==> src/rtl/scsi_phase_pkg.sv <==
package scsi_phase_pkg;
    localparam int DATA_W  = 8;
    localparam int CTL_W   = 4;
    localparam int PHASE_W = 3;

    // bit positions inside the control register and the synchronized bus vector
    localparam int BIT_IO  = 0;
    localparam int BIT_CD  = 1;
    localparam int BIT_MSG = 2;
    localparam int BIT_REQ = 3;

    typedef enum logic [PHASE_W-1:0] {
        PH_DATA_OUT = 3'b000,
        PH_COMMAND  = 3'b010,
        PH_MSG_OUT  = 3'b011,
        PH_DATA_IN  = 3'b100,
        PH_STATUS   = 3'b110,
        PH_MSG_IN   = 3'b111
    } phase_e;

    typedef struct packed {
        logic [CTL_W-1:0] ctl;
        logic             irq;
        logic             req_prev;
    } ctl_state_t;
endpackage

==> src/rtl/scsi_phase_sync.sv <==
module scsi_phase_sync #(
    parameter int W      = 4,
    parameter int STAGES = 2
) (
    input  logic         clk,
    input  logic         rst_n,
    input  logic [W-1:0] in_async,
    output logic [W-1:0] out_sync
);
    logic [W-1:0] stg_d [STAGES];
    logic [W-1:0] stg_q [STAGES];

    generate
        for (genvar s = 0; s < STAGES; s++) begin : g_stage
            if (s == 0) begin : g_first
                assign stg_d[s] = in_async;
            end else begin : g_next
                assign stg_d[s] = stg_q[s-1];
            end
        end
    endgenerate

    always_ff @(posedge clk or negedge rst_n) begin
        if (!rst_n) begin
            for (int s = 0; s < STAGES; s++) stg_q[s] <= '0;
        end else begin
            for (int s = 0; s < STAGES; s++) stg_q[s] <= stg_d[s];
        end
    end

    assign out_sync = stg_q[STAGES-1];
endmodule

==> src/rtl/scsi_phase_drv.sv <==
module scsi_phase_drv #(
    parameter int W = 4
) (
    input  logic [W-1:0] ctl,
    input  logic         target,
    output logic [W-1:0] drv
);
    generate
        for (genvar b = 0; b < W; b++) begin : g_bit
            assign drv[b] = ctl[b] & target;
        end
    endgenerate
endmodule

==> src/rtl/scsi_phase_chk.sv <==
module scsi_phase_chk #(
    parameter int PW = 3
) (
    input  logic [PW-1:0] want_phase,
    input  logic [PW-1:0] bus_phase,
    input  logic          req_now,
    input  logic          req_prev,
    input  logic          target,
    input  logic          dma,
    output logic          set_irq
);
    logic req_edge;
    logic differ;

    always_comb begin
        req_edge = req_now & ~req_prev;
        differ   = |(want_phase ^ bus_phase);
        set_irq  = req_edge & differ & dma & ~target;
    end
endmodule

==> src/rtl/scsi_phase_ctl.sv <==
module scsi_phase_ctl
    import scsi_phase_pkg::*;
#(
    parameter int ADDR_W      = 3,
    parameter int REG_ADDR    = 3,
    parameter int SYNC_STAGES = 2
) (
    input  logic              clk,
    input  logic              rst_n,
    input  logic [ADDR_W-1:0] cpu_addr,
    input  logic              cpu_wr,
    input  logic              cpu_rd,
    input  logic [DATA_W-1:0] cpu_wdata,
    output logic [DATA_W-1:0] cpu_rdata,
    input  logic              mode_target,
    input  logic              mode_dma,
    input  logic              bus_io_n,
    input  logic              bus_cd_n,
    input  logic              bus_msg_n,
    input  logic              bus_req_n,
    input  logic              irq_clr,
    output logic              drv_io,
    output logic              drv_cd,
    output logic              drv_msg,
    output logic              drv_req,
    output logic              irq_phase
);
    localparam int PAD_W = DATA_W - CTL_W;
    localparam logic [ADDR_W-1:0] HIT_ADDR = ADDR_W'(REG_ADDR);

    ctl_state_t       st_d, st_q;
    logic [CTL_W-1:0] bus_act;
    logic [CTL_W-1:0] bus_s;
    logic [CTL_W-1:0] drv_vec;
    logic             set_irq;
    logic             wr_hit, rd_hit;

    // active-high view of the bus lines; reset value 0 means released
    assign bus_act = ~{bus_req_n, bus_msg_n, bus_cd_n, bus_io_n};

    scsi_phase_sync #(.W(CTL_W), .STAGES(SYNC_STAGES)) u_sync (
        .clk      (clk),
        .rst_n    (rst_n),
        .in_async (bus_act),
        .out_sync (bus_s)
    );

    scsi_phase_chk #(.PW(PHASE_W)) u_chk (
        .want_phase (st_q.ctl[PHASE_W-1:0]),
        .bus_phase  (bus_s[PHASE_W-1:0]),
        .req_now    (bus_s[BIT_REQ]),
        .req_prev   (st_q.req_prev),
        .target     (mode_target),
        .dma        (mode_dma),
        .set_irq    (set_irq)
    );

    scsi_phase_drv #(.W(CTL_W)) u_drv (
        .ctl    (st_q.ctl),
        .target (mode_target),
        .drv    (drv_vec)
    );

    assign wr_hit = cpu_wr && (cpu_addr == HIT_ADDR);
    assign rd_hit = cpu_rd && (cpu_addr == HIT_ADDR);

    always_comb begin
        st_d          = st_q;
        st_d.req_prev = bus_s[BIT_REQ];
        if (wr_hit) st_d.ctl = cpu_wdata[CTL_W-1:0];
        if (irq_clr) st_d.irq = 1'b0;
        if (set_irq) st_d.irq = 1'b1;
    end

    always_ff @(posedge clk or negedge rst_n) begin
        if (!rst_n) st_q <= '0;
        else        st_q <= st_d;
    end

    assign cpu_rdata = rd_hit ? {{PAD_W{1'b0}}, st_q.ctl} : '0;
    assign drv_io    = drv_vec[BIT_IO];
    assign drv_cd    = drv_vec[BIT_CD];
    assign drv_msg   = drv_vec[BIT_MSG];
    assign drv_req   = drv_vec[BIT_REQ];
    assign irq_phase = st_q.irq;
endmodule

==> config.mk <==
export PLATFORM = sky130hd
export DESIGN_NAME = scsi_phase_ctl
export DESIGN_NICKNAME = d
export VERILOG_FILES = /design/src/rtl/scsi_phase_pkg.sv /design/src/rtl/scsi_phase_sync.sv /design/src/rtl/scsi_phase_drv.sv /design/src/rtl/scsi_phase_chk.sv /design/src/rtl/scsi_phase_ctl.sv
export SDC_FILE = /design/constraint.sdc
export NUM_CORES = 1
export LEC_CHECK = 0
export ABC_AREA = 1
export BUFFER_PORTS_ARGS = -buffer_cell sky130_fd_sc_hd__buf_2
export CORE_AREA = 2 2 42 44
export CTS_CLUSTER_SIZE = 8
export DETAILED_ROUTE_END_ITERATION = 8
export DIE_AREA = 0 0 44 46
export PLACE_DENSITY_LB_ADDON = 0.05
export SLEW_MARGIN = 20
export SYNTH_ARGS = -nofsm -noshare
export SYNTH_HDL_FRONTEND = slang
export SYNTH_HIERARCHICAL = 1
export SYNTH_SLANG_ARGS = --single-unit
==> constraint.sdc <==
create_clock -name clk -period 1.25 [get_ports clk]
set_input_delay 0.0625 -clock clk [delete_from_list [all_inputs] [get_ports clk]]
set_output_delay 0.0625 -clock clk [all_outputs]
set_load 0.005 [all_outputs]
* After elaboration in Yosys (flattened, before gate mapping)
Index checks and enable logic that the tools add are counted.
** Word-level totals
- Bits in registers :: 14
- Bits of input ports :: 22
- Output and inout bits :: 13
- Word-level logic and storage cells :: 25
** Cells by class
- Equal/unequal tests :: 1
- Multiplexer cells :: 3
- Bitwise logic cells :: 12
- Reduce and logical (&&, ||, !) cells :: 4
** Operator list (number)
- 1-bit AND :: 8
- 4-bit 2-to-1 mux :: 1
- 4-bit NOT :: 1
- 3-bit by 2-bit == test with 1-bit output, second input constant :: 1
- 3-bit OR reduction :: 1
- 3-bit bitwise XOR :: 1
- 1-bit logical AND :: 2
- 1-bit 2-to-1 mux :: 2
- 1-bit NOT :: 2
- 2-bit nonzero test :: 1

* Longest topological paths before layout
Gate-level depths: netlist of run 1.
- Depth after elaboration :: 6
- Depth in mapped cells :: 7
- Gate-level depth less buffers :: 7

* Hierarchy
The synthesis of run 1 kept the hierarchy.
** Modules (own cells, without submodules)
- scsi_phase_ctl :: instances 1, cells each 42, area an instance 329.1 um^2, seq. area each 150.1 um^2
- scsi_phase_sync :: instances 1, cells each 8, area an instance 200.2 um^2, seq. area each 200.2 um^2
- scsi_phase_chk :: instances 1, cells each 16, area an instance 78.8 um^2, seq. area each 0.0 um^2
- scsi_phase_drv :: instances 1, cells each 8, area an instance 30.0 um^2, seq. area each 0.0 um^2

* Worst setup path after synthesis of run 1
Ideal clock, no wire load.
- Path kind :: reg2reg
- Start :: register st_q[2] in the netlist's numbering
- End :: register st_q (netlist bit irq_phase)
- Library setup time :: 0.124 ns
- Arrival time :: 0.804 ns
- Required time :: 1.126 ns
- Path slack :: 0.322 ns
- Stages on the path, launching flop included :: 8
- Buffers on the path :: 0
- Period minus slack after synthesis :: 0.928 ns
- Cell sequence :: dfrtp_1 > inv_1 > nand2_1 > nand2_1 > nand3_1 > nand2_1 > inv_1 > o21bai_1
** On the way
- Cells in the longest elaborated chain, start to end :: 6
- Elaborated cells between the ends (all ways) :: 7
- Classes of those cells :: mux: 1; bitwise: 4; reduce/logical: 2
** RTL lines
- from (decl) :: line scsi_phase_ctl.sv:31 : ctl_state_t st_d, st_q;
- from (signal assigned) :: line scsi_phase_ctl.sv:77 : else st_q <= st_d;
- 3-bit bitwise XOR * :: line scsi_phase_chk.sv:17 : differ = |(want_phase ^ bus_phase);
- 3-bit OR reduction * :: line scsi_phase_chk.sv:17
- 1-bit AND * (3 in a row) :: line scsi_phase_chk.sv:18 : set_irq = req_edge & differ & dma & ~target;
- named net set_irq :: line scsi_phase_ctl.sv:35 : logic set_irq;
- 1-bit 2-to-1 mux or 2-bit nonzero test (tied branches)
Mark *: on every way through the listed nets, which the timed path passes. The rest lies on a longest branch.
A chain may end at the register's enable or synchronous reset.

* Worst setup path after layout of run 1
- Start :: register st_q[2] in the netlist's numbering
- End :: output port cpu_rdata[0]
** On the way
- Cells in the longest elaborated chain, start to end :: 1
** RTL lines
- 4-bit 2-to-1 mux :: line scsi_phase_ctl.sv:80 : assign cpu_rdata = rd_hit ? {{PAD_W{1'b0}}, st_q.ctl} : '0;
- to (decl) :: line scsi_phase_ctl.sv:14 : output logic [DATA_W-1:0] cpu_rdata,
No other way between the ends.

==> out/qor.yml, run 1 <==
gp_weighted_congestion: 0.663
final_util: 0.537
die_width_um: 44
port_buffers: 26
worst_ep_arrival_time_ps: 960
floorplan.die.height_um: 46
cts_post_setup_buffers_inserted: 0
grt_start_max_net_pins: 15
yosysWarnings: 6
hold_path_origin: "cpu_wdata[3]"
dp.final_hpwl_um: 862
tritoncts_clock_tree: "done"
leakagePower_nw: 0.536
insertion_delay_ps: 270
row_count: 15
cts_repair_resize_count: 0
ff2ff_setup_slack_ps: 230
ctsHoldBuffers: 6
max_cap_violations: 0
hold-path-endpoint: "st_q[5]"
avgSynthCellArea_um2: 8.62
critical_path.reg2reg.endpoint: "irq_phase"
cp_max_fo: 5
routed_wirelength_um: 1130
final_min_period_over_clock_period: 0.820
final_max_slew_viol_count: 0
status: "finished, final reports clean"
core_area_um2: 1610
post_route_cells_drive_above_1_share: 0.312
die-area_um2: 2020
synth_top_flop_cell: "dfrtp_1"
post_synth_inst_count: 74
wire_length_of_the_first_global_routing_pass_um: 1830
netlist.area_leader.share: 0.549
antenna_left: 0
synth_edf_count: 0
clockBufferDepth: 2
synth.ff_latch_count: 14
worst_reg_to_reg_path_cell_count: 7
synth_async_sr_flop_share: 1.00
initial_drc_count: 2
layout.area.seq_um2: 350
globalRoute.totalOverflow: 0
nFillCells: 158
final_nets: 132
yosys-top-cells-area: "dfrtp_1 55%, nand2_1 12%, inv_1 11%"
netlist.top_cell.by_area: "dfrtp_1"
grt.total_usage: 0.127
drt_first_pass_iters: 4
setup.worst_path.start_class: "flop"
area_delta_synth_final_pct: 35.9
ir_drop_worst_case_vdd_uv: 678
setup_tns_ps: 0
yosys.cell_types.count: 14
r2r-start: "st_q[2]"
antennaDiodeCount: 0
synth_most_common_cell: "nand2_1"
final-setup-viol-count: 0
fin_worst_skew_ps: 2.33
timing.final.hold_violations: 0
number_of_global_route_vias_before_repair: 477
worstSetupEndpointType: "output pin"
routed_wirelength_normalized_by_instance_count_um: 8.94
pin_count: 35
synth.cells.most_frequent: "20 x nand2_1, 19 x inv_1, 14 x dfrtp_1"
dr_total_vias: 526
p_per_area_nw_per_um2: 1160
antenna_violations_before_repair: 0
drc: 0
critPathRequiredTime_ps: 1190
clock_pin_slew_reported_for_the_worst_setup_and_hold_paths_after_clock_tree_synthesis_ps: 80
grt_setup_unrepaired: "no"
timing.fmax_mhz: 975
floorplan.initialDensity: 0.395
multi_input_area_um2: 198
criticalPathCategory: "flop to output pin"
routed_vias_inst: 4.17
synth_seq_area_share: 0.549
clock-root-buffer: "clkbuf_4"
timing.hold.worst_path_depth: 3
htree_levels: 1
cts_num_sinks: 14
min_delay_path_class: "input pin to flop"
synth_area_um2: 638
cts_inserted_buffers: 3
fin_crit_ps: 1030
## kinds of logic after synthesis
kind of cell           Yosys count  share of synthesized area
buffers and inverters           23                      0.159
other                            1                    0.00588
AO/OA/AOI/OAI                    1                     0.0118
XOR/XNOR                         1                     0.0137
flip-flops                      14                      0.549
AND/OR/NAND/NOR                 34                      0.261
## metal layers
metal  routed length [um]  track usage  up-vias
li1                     -            -      272
met5                    0            0        -
met4                    0       0.0727        0
met2                  569        0.229       18
met3                   71       0.0357        0
met1                  486        0.130      236
## report_power, final
| part | switching, mW | internal, mW |
|---|---|---|
| clock network | 0.138 | 0.177 |
| registers | 0.0368 | 0.493 |
| logic | 0.0816 | 0.0807 |
| total | 0.256 | 0.751 |
## cell usage in the layout (no fill, tap or decap)
cell / n
clkbuf_8: 1
o21bai_1: 1
dfrtp_1: 14
buf_2: 26
nor3_4: 1
nand2_2: 1
dlygate4sd3_1: 6
nand4_1: 1
nand3_1: 5
nor2_1: 4
inv_1: 19
nand2_4: 1
nand2_1: 20
conb_1: 4
nor2_4: 1
clkbuf_4: 3
xnor2_1: 1
## layout make-up
type                       instances  area share
timing repair buffer              32       0.219
sequential                        14       0.404
multi-input combinational         40       0.228
inverter                          19      0.0823
clock buffer                       4      0.0418
tap                               17      0.0245
## metrics by stage
step / power [mW] / setup WS [ps] / hold WS [ps] / cell area [um^2] / cells
2_1_floorplan: 0.620 / 322 / -233 / 649 / 77
3_5_place_dp: 0.692 / 227 / -28.2 / 771 / 116
5_1_grt: 1.08 / 136 / 26.0 / 867 / 126
6_report: 1.01 / 225 / 20.8 / 867 / 126
4_1_cts: 1.03 / 200 / 17.4 / 867 / 126
3_3_place_gp: 0.685 / 235 / -28.0 / 771 / 116
## worst max path at each step
stage / from / to / slack (ps) / depth (start not counted)
after floorplan: st_q[2] / irq_phase / 320 / 7
after global placement: st_q[2] / irq_phase / 240 / 7
after detailed placement: st_q[3] / irq_phase / 230 / 5
after CTS: st_q[2] / cpu_rdata[0] / 200 / 3
after global routing: st_q[2] / irq_phase / 140 / 7
final: st_q[2] / cpu_rdata[0] / 220 / 3
## registers in the layout (all words and copies together) (netlist names)
signal and flops:
u_sync/stg_d 4, u_sync/out_sync 4, st_q 5, irq_phase 1
## critical path: stages (launching register included)
cell and delay (ps):
dfrtp_1 430, inv_1 60, nor2_1 90, buf_2 110
Power figures use the tool's default switching activity.
==> run 2, diff against run 1 <==
--- a/config.mk
+++ b/config.mk
@@ -5,7 +5,7 @@
 export SDC_FILE = /design/constraint.sdc
 export NUM_CORES = 1
 export LEC_CHECK = 0
-export ABC_AREA = 1
+export ABC_AREA = 0
 export BUFFER_PORTS_ARGS = -buffer_cell sky130_fd_sc_hd__buf_2
 export CORE_AREA = 2 2 42 44
 export CTS_CLUSTER_SIZE = 8
==> constraint.sdc (replaced) <==
create_clock -name clk -period 1 [get_ports clk]
set_input_delay 0.05 -clock clk [delete_from_list [all_inputs] [get_ports clk]]
set_output_delay 0.05 -clock clk [all_outputs]
set_load 0.005 [all_outputs]
==> run 2 against run 1 <==
Against the previous run:
- first-iteration DRC count fell by 50%
- the run now ends with setup timing left
- highest routed layer unchanged
- largest cell class unchanged
- via count fell by 21%
- register-to-register slack got worse by 240 ps
- global-route usage decreased by 1.6 points
==> out/qor.yml, run 2 <==
final_nets: 106
clock_pin_slew_reported_for_the_worst_setup_and_hold_paths_after_clock_tree_synthesis_ps: 80
antennaDiodeCount: 0
stdcell_count: 100
initial_drc_count: 1
die-area_um2: 2020
antenna_violations_before_repair: 0
insertion_delay_ps: 270
worstSetupEndpointType: "output pin"
area_delta_synth_final_pct: 50.1
netlist.area_leader.share: 0.600
die_width_um: 44
most-common-layout-cells: "24 x buf_2, 14 x dfrtp_1, 8 x dlygate4sd3_1"
pin_count: 35
synth.cells.most_frequent: "14 x dfrtp_1, 8 x and2_1, 5 x inv_1"
cts_inserted_buffers: 3
leakagePower_nw: 0.477
synth_most_common_cell: "dfrtp_1"
final-setup-viol-count: 4
synth_top_flop_cell: "dfrtp_1"
p_per_area_nw_per_um2: 1490
status: "finished, violations left"
final_min_period_over_clock_period: 1.07
most_frequent_standard_cell_in_the_layout_excluding_fill_and_tap_cells: "buf_2"
tritoncts_clock_tree: "done"
numPlacedInstances: 87
synth_edf_count: 0
floorplan.initialDensity: 0.362
timing.final.hold_violations: 0
timing.fmax_mhz: 931
htree_levels: 1
port_buffers: 26
avgSynthCellArea_um2: 13.3
yosysWarnings: 6
drt_first_pass_iters: 2
final_util: 0.543
min_delay_path_class: "input pin to flop"
final_max_slew_viol_count: 0
setup.worst_path.start_class: "flop"
yosys.cell_types.count: 12
gp_weighted_congestion: 0.660
yosys-top-cells-area: "dfrtp_1 60%, and2_1 8.6%, mux2_2 7.7%"
grt_setup_unrepaired: "yes"
synth.ff_latch_count: 14
flip_flop_count_of_the_largest_register_all_copies_and_words_added: 5
fin_crit_ps: 1070
violations: "setup timing"
clock-root-buffer: "clkbuf_4"
fin_worst_skew_ps: 5.38
ir_drop_worst_case_vdd_uv: 1090
synth_area_um2: 584
final_hold_slack_ps: 17.5
clockBufferDepth: 2
drc: 0
floorplan.die.height_um: 46
post_route_cells_drive_above_1_share: 0.494
number_of_global_route_vias_before_repair: 362
dp.final_hpwl_um: 720
design_area_um2: 877
max_cap_violations: 0
criticalPathCategory: "flop to output pin"
wire_length_of_the_first_global_routing_pass_um: 1540
grt_start_max_net_pins: 15
cp_max_fo: 3
row_count: 15
synth_async_sr_flop_share: 1.00
dr_total_vias: 415
antenna_left: 0
nFillCells: 148
routed_wirelength_um: 957
largest-register: "st_q"
core_area_um2: 1610
post_synth_inst_count: 44
routed_wirelength_normalized_by_instance_count_um: 9.57
placed_cell_area_um2: 724
cts_num_sinks: 14
routed_vias_inst: 4.15
postLayoutSetupSlackWorst_ps: -73.7
netlist.top_cell.by_area: "dfrtp_1"
dpl_worst_slack_ps: 61.9
globalRoute.totalOverflow: 0
synth_seq_area_share: 0.600
critPathRequiredTime_ps: 950
grt.total_usage: 0.111
worst_ep_arrival_time_ps: 1020
==> run 2: cell count changes in the layout (fill, tap and decap cells not counted), sizes merged, moves of 4 or more <==
cell / change
mux2: +4
nand3: -5
inv: -14
nor2: -5
nand2: -22
and2: +8
==> run 2: critical path, cell delays in order (launching register included) <==
cell     delay (ps)
dfrtp_1         400
buf_6           120
and2_4          130
buf_6           110
==> run 2: path summary, 6_finish.rpt <==
kind	start	to	slack [ps]	cells after the start
max	st_q[2]	cpu_rdata[0]	-70	3
min	cpu_wdata[2]	st_q[4]	20	2
max reg2reg	st_q[2]	irq_phase	-10	4
min reg2reg	u_sync/stg_d[3]	u_sync/out_sync[3]	350	0
max in group asynchronous	rst_n	irq_phase	570	2
min in group asynchronous	rst_n	u_sync/stg_d[0]	200	2
==> run 2: area by class of cell <==
class / instances / area, um^2 / share of cell area
Timing Repair Buffer: 36 / 241 / 0.275
Tap cell: 17 / 21.3 / 0.0243
Inverter: 5 / 18.8 / 0.0214
Multi-Input combinational cell: 24 / 209 / 0.238
Clock buffer: 4 / 36.3 / 0.0414
Sequential cell: 14 / 350 / 0.399
==> run 2: power by group <==
part           switching, mW  internal (mW)
Clock                  0.161          0.221
Combinational         0.0854          0.176
Sequential            0.0370          0.622
==> run 2: timing repair <==
item | 4_1_cts | 5_1_grt
gates resized for setup | 6 | 0
pin swaps | 3 | 2
endpoints found under the hold margin | 20 | 1
hold buffers | 7 | 1
setup buffers | 1 | 0
setup endpoints to repair | 6 | 9
==> run 2: kinds of logic after synthesis <==
logic type / Yosys count / share of synthesized area
other: 1 / 0.00642
AND/OR/NAND/NOR: 11 / 0.165
multiplexers: 4 / 0.0771
XOR/XNOR: 3 / 0.0450
flip-flops: 14 / 0.600
AO/OA/AOI/OAI: 2 / 0.0236
buffers and inverters: 9 / 0.0835
==> run 2: metal layers <==
metal	global-route usage	routed length, um
met3	0.0397	86
met4	0.0727	0
met5	0	0
met1	0.130	400
met2	0.171	470
==> run 2: through the flow <==
step,total power [mW],TNS (ps)
4_1_cts,1.33,-273
3_5_place_dp,0.870,0
5_1_grt,1.39,-539
3_3_place_gp,0.870,0
2_1_floorplan,0.774,0
6_report,1.30,-156
==> run 3, diff against run 2 <==
--- a/config.mk
+++ b/config.mk
@@ -11,7 +11,9 @@
 export CTS_CLUSTER_SIZE = 8
 export DETAILED_ROUTE_END_ITERATION = 8
 export DIE_AREA = 0 0 44 46
+export MAX_ROUTING_LAYER = met4
 export PLACE_DENSITY_LB_ADDON = 0.05
+export SETUP_SLACK_MARGIN = 0.15
 export SLEW_MARGIN = 20
 export SYNTH_ARGS = -nofsm -noshare
 export SYNTH_HDL_FRONTEND = slang
==> run 3 against run 2 <==
Against the previous run:
- the flow still finishes with violations (setup timing)
- count of clock-buffer cells in the layout unchanged
- die area unchanged
- first-iteration DRC count down 100%
- combinational power up 2%
- clock power about the same
==> out/qor.yml, run 3 (same netlist as run 2, synthesis figures left out) <==
violations: "setup timing"
status: "finished, violations left"
power.sequential.fraction: 0.503
floorplan.initialDensity: 0.362
post_route_cells_drive_above_1_share: 0.500
floorplan.die.height_um: 46
final_util: 0.548
timing.fmax_mhz: 934
worstSetupEndpointType: "output pin"
ir_drop_worst_case_vdd_uv: 982
routed_wirelength_um: 958
core_area_um2: 1610
area_delta_synth_final_pct: 51.4
switching_share: 0.219
fin_worst_skew_ps: 2.91
globalRoute.totalOverflow: 0
critPathRequiredTime_ps: 950
wl_met3_um: 91
design_area_um2: 885
most_frequent_standard_cell_in_the_layout_excluding_fill_and_tap_cells: "buf_2"
netSwitchingPower_uw: 287
placed_cell_area_um2: 724
criticalPathCategory: "flop to output pin"
antenna_violations_before_repair: 0
grt_start_max_net_pins: 15
antenna_left: 0
p_per_area_nw_per_um2: 1480
number_of_global_route_vias_before_repair: 360
htree_levels: 1
worst_reg_to_reg_path_cell_count: 4
grt_setup_unrepaired: "yes"
met2WireLength_um: 455
timing.final.hold_violations: 0
most-common-layout-cells: "24 x buf_2, 14 x dfrtp_1, 8 x dlygate4sd3_1"
final_max_slew_viol_count: 0
dr_total_vias: 420
port_buffers: 26
highest-signal-layer: "met3"
cp_max_fo: 3
critPathLaunch: "st_q[2]"
grt.total_usage: 0.114
power_frac_clock: 0.294
drt_first_pass_iters: 1
timing.critical_path.to: "cpu_rdata[0]"
critical_path.reg2reg.endpoint: "irq_phase"
final_nets: 107
drt-met1-wl_um: 410
die-area_um2: 2020
tritoncts_clock_tree: "done"
layout.area.seq_um2: 350
flip_flop_count_of_the_largest_register_all_copies_and_words_added: 5
internal_power_mw: 1.02
r2r-start: "st_q[2]"
largest-register: "st_q"
dp.final_hpwl_um: 733
antennaDiodeCount: 0
clock_pin_slew_reported_for_the_worst_setup_and_hold_paths_after_clock_tree_synthesis_ps: 80
max_cap_violations: 0
row_count: 15
postLayoutSetupSlackWorst_ps: -70.6
nFillCells: 147
pin_count: 35
clock-root-buffer: "clkbuf_4"
final_min_period_over_clock_period: 1.07
worst_ep_arrival_time_ps: 1020
die_width_um: 44
multi_input_area_um2: 209
combinationalPowerShare: 0.203
min_delay_path_class: "input pin to flop"
fin_crit_ps: 1070
report.power.total_mw: 1.31
wire_length_of_the_first_global_routing_pass_um: 1550
routed_wirelength_normalized_by_instance_count_um: 9.49
final_hold_slack_ps: 16.4
leakagePower_nw: 0.482
cts_num_sinks: 14
dpl_worst_slack_ps: 61.9
initial_drc_count: 0
ff2ff_setup_slack_ps: 0
drc: 0
routed_vias_inst: 4.16
insertion_delay_ps: 270
final-setup-viol-count: 3
clockBufferDepth: 2
cts_inserted_buffers: 3
setup.worst_path.start_class: "flop"
gp_weighted_congestion: 0.666
## run 3: changes by cell type in the layout (fill, tap and decap cells not counted)
cell | previous run | this run
buf_4 | 1 | 2
## run 3: power groups by stage
stage | sequential [mW] | combinational [mW] | clock [mW]
global placement | 0.672 | 0.198 | 0
CTS | 0.661 | 0.254 | 0.408
detailed placement | 0.672 | 0.198 | 0
global route | 0.670 | 0.292 | 0.433
floorplan | 0.664 | 0.110 | 0
finish | 0.659 | 0.266 | 0.384
## run 3: worst min-delay path by stage
| stage | cells after the start | start | end |
|---|---|---|---|
| 6_report | 2 | cpu_wdata[2] | st_q[4] |
| 5_1_grt | 2 | cpu_wdata[2] | st_q[4] |
| 4_1_cts | 2 | cpu_wdata[2] | st_q[4] |
| 3_5_place_dp | 1 | rst_n | u_sync/stg_d[1] |
| 3_3_place_gp | 1 | rst_n | u_sync/stg_d[1] |
| 2_1_floorplan | 0 | rst_n | irq_phase |
## run 3: per-stage QoR
step	cells	setup TNS (ps)
after global routing	101	-544
final	101	-140
after detailed placement	87	0
after floorplan	47	0
after CTS	100	-260
after global placement	87	0
## run 3: repair_timing
action,4_1_cts,5_1_grt
resized for setup,4,2
gates cloned,0,0
endpoints found under the hold margin,21,0
hold buffers,8,0
pin swaps,5,0
buffers inserted,1,1
setup endpoints to repair,10,11
## run 3: area by class of cell
class | count | area share
Sequential cell | 14 | 0.396
Timing Repair Buffer | 37 | 0.281
Multi-Input combinational cell | 24 | 0.236
Clock buffer | 4 | 0.0410
Tap cell | 17 | 0.0240
Inverter | 5 | 0.0212
## run 3: metal layers
layer | global-route usage | vias up
met5 | - | -
met4 | 0.0727 | 0
met3 | 0.0357 | 0
met2 | 0.165 | 20
met1 | 0.137 | 187
li1 | - | 213
## run 3: worst max-delay path: stages (launching register included)
cell	delay, ps
dfrtp_1	390
buf_6	120
and2_4	130
buf_6	110
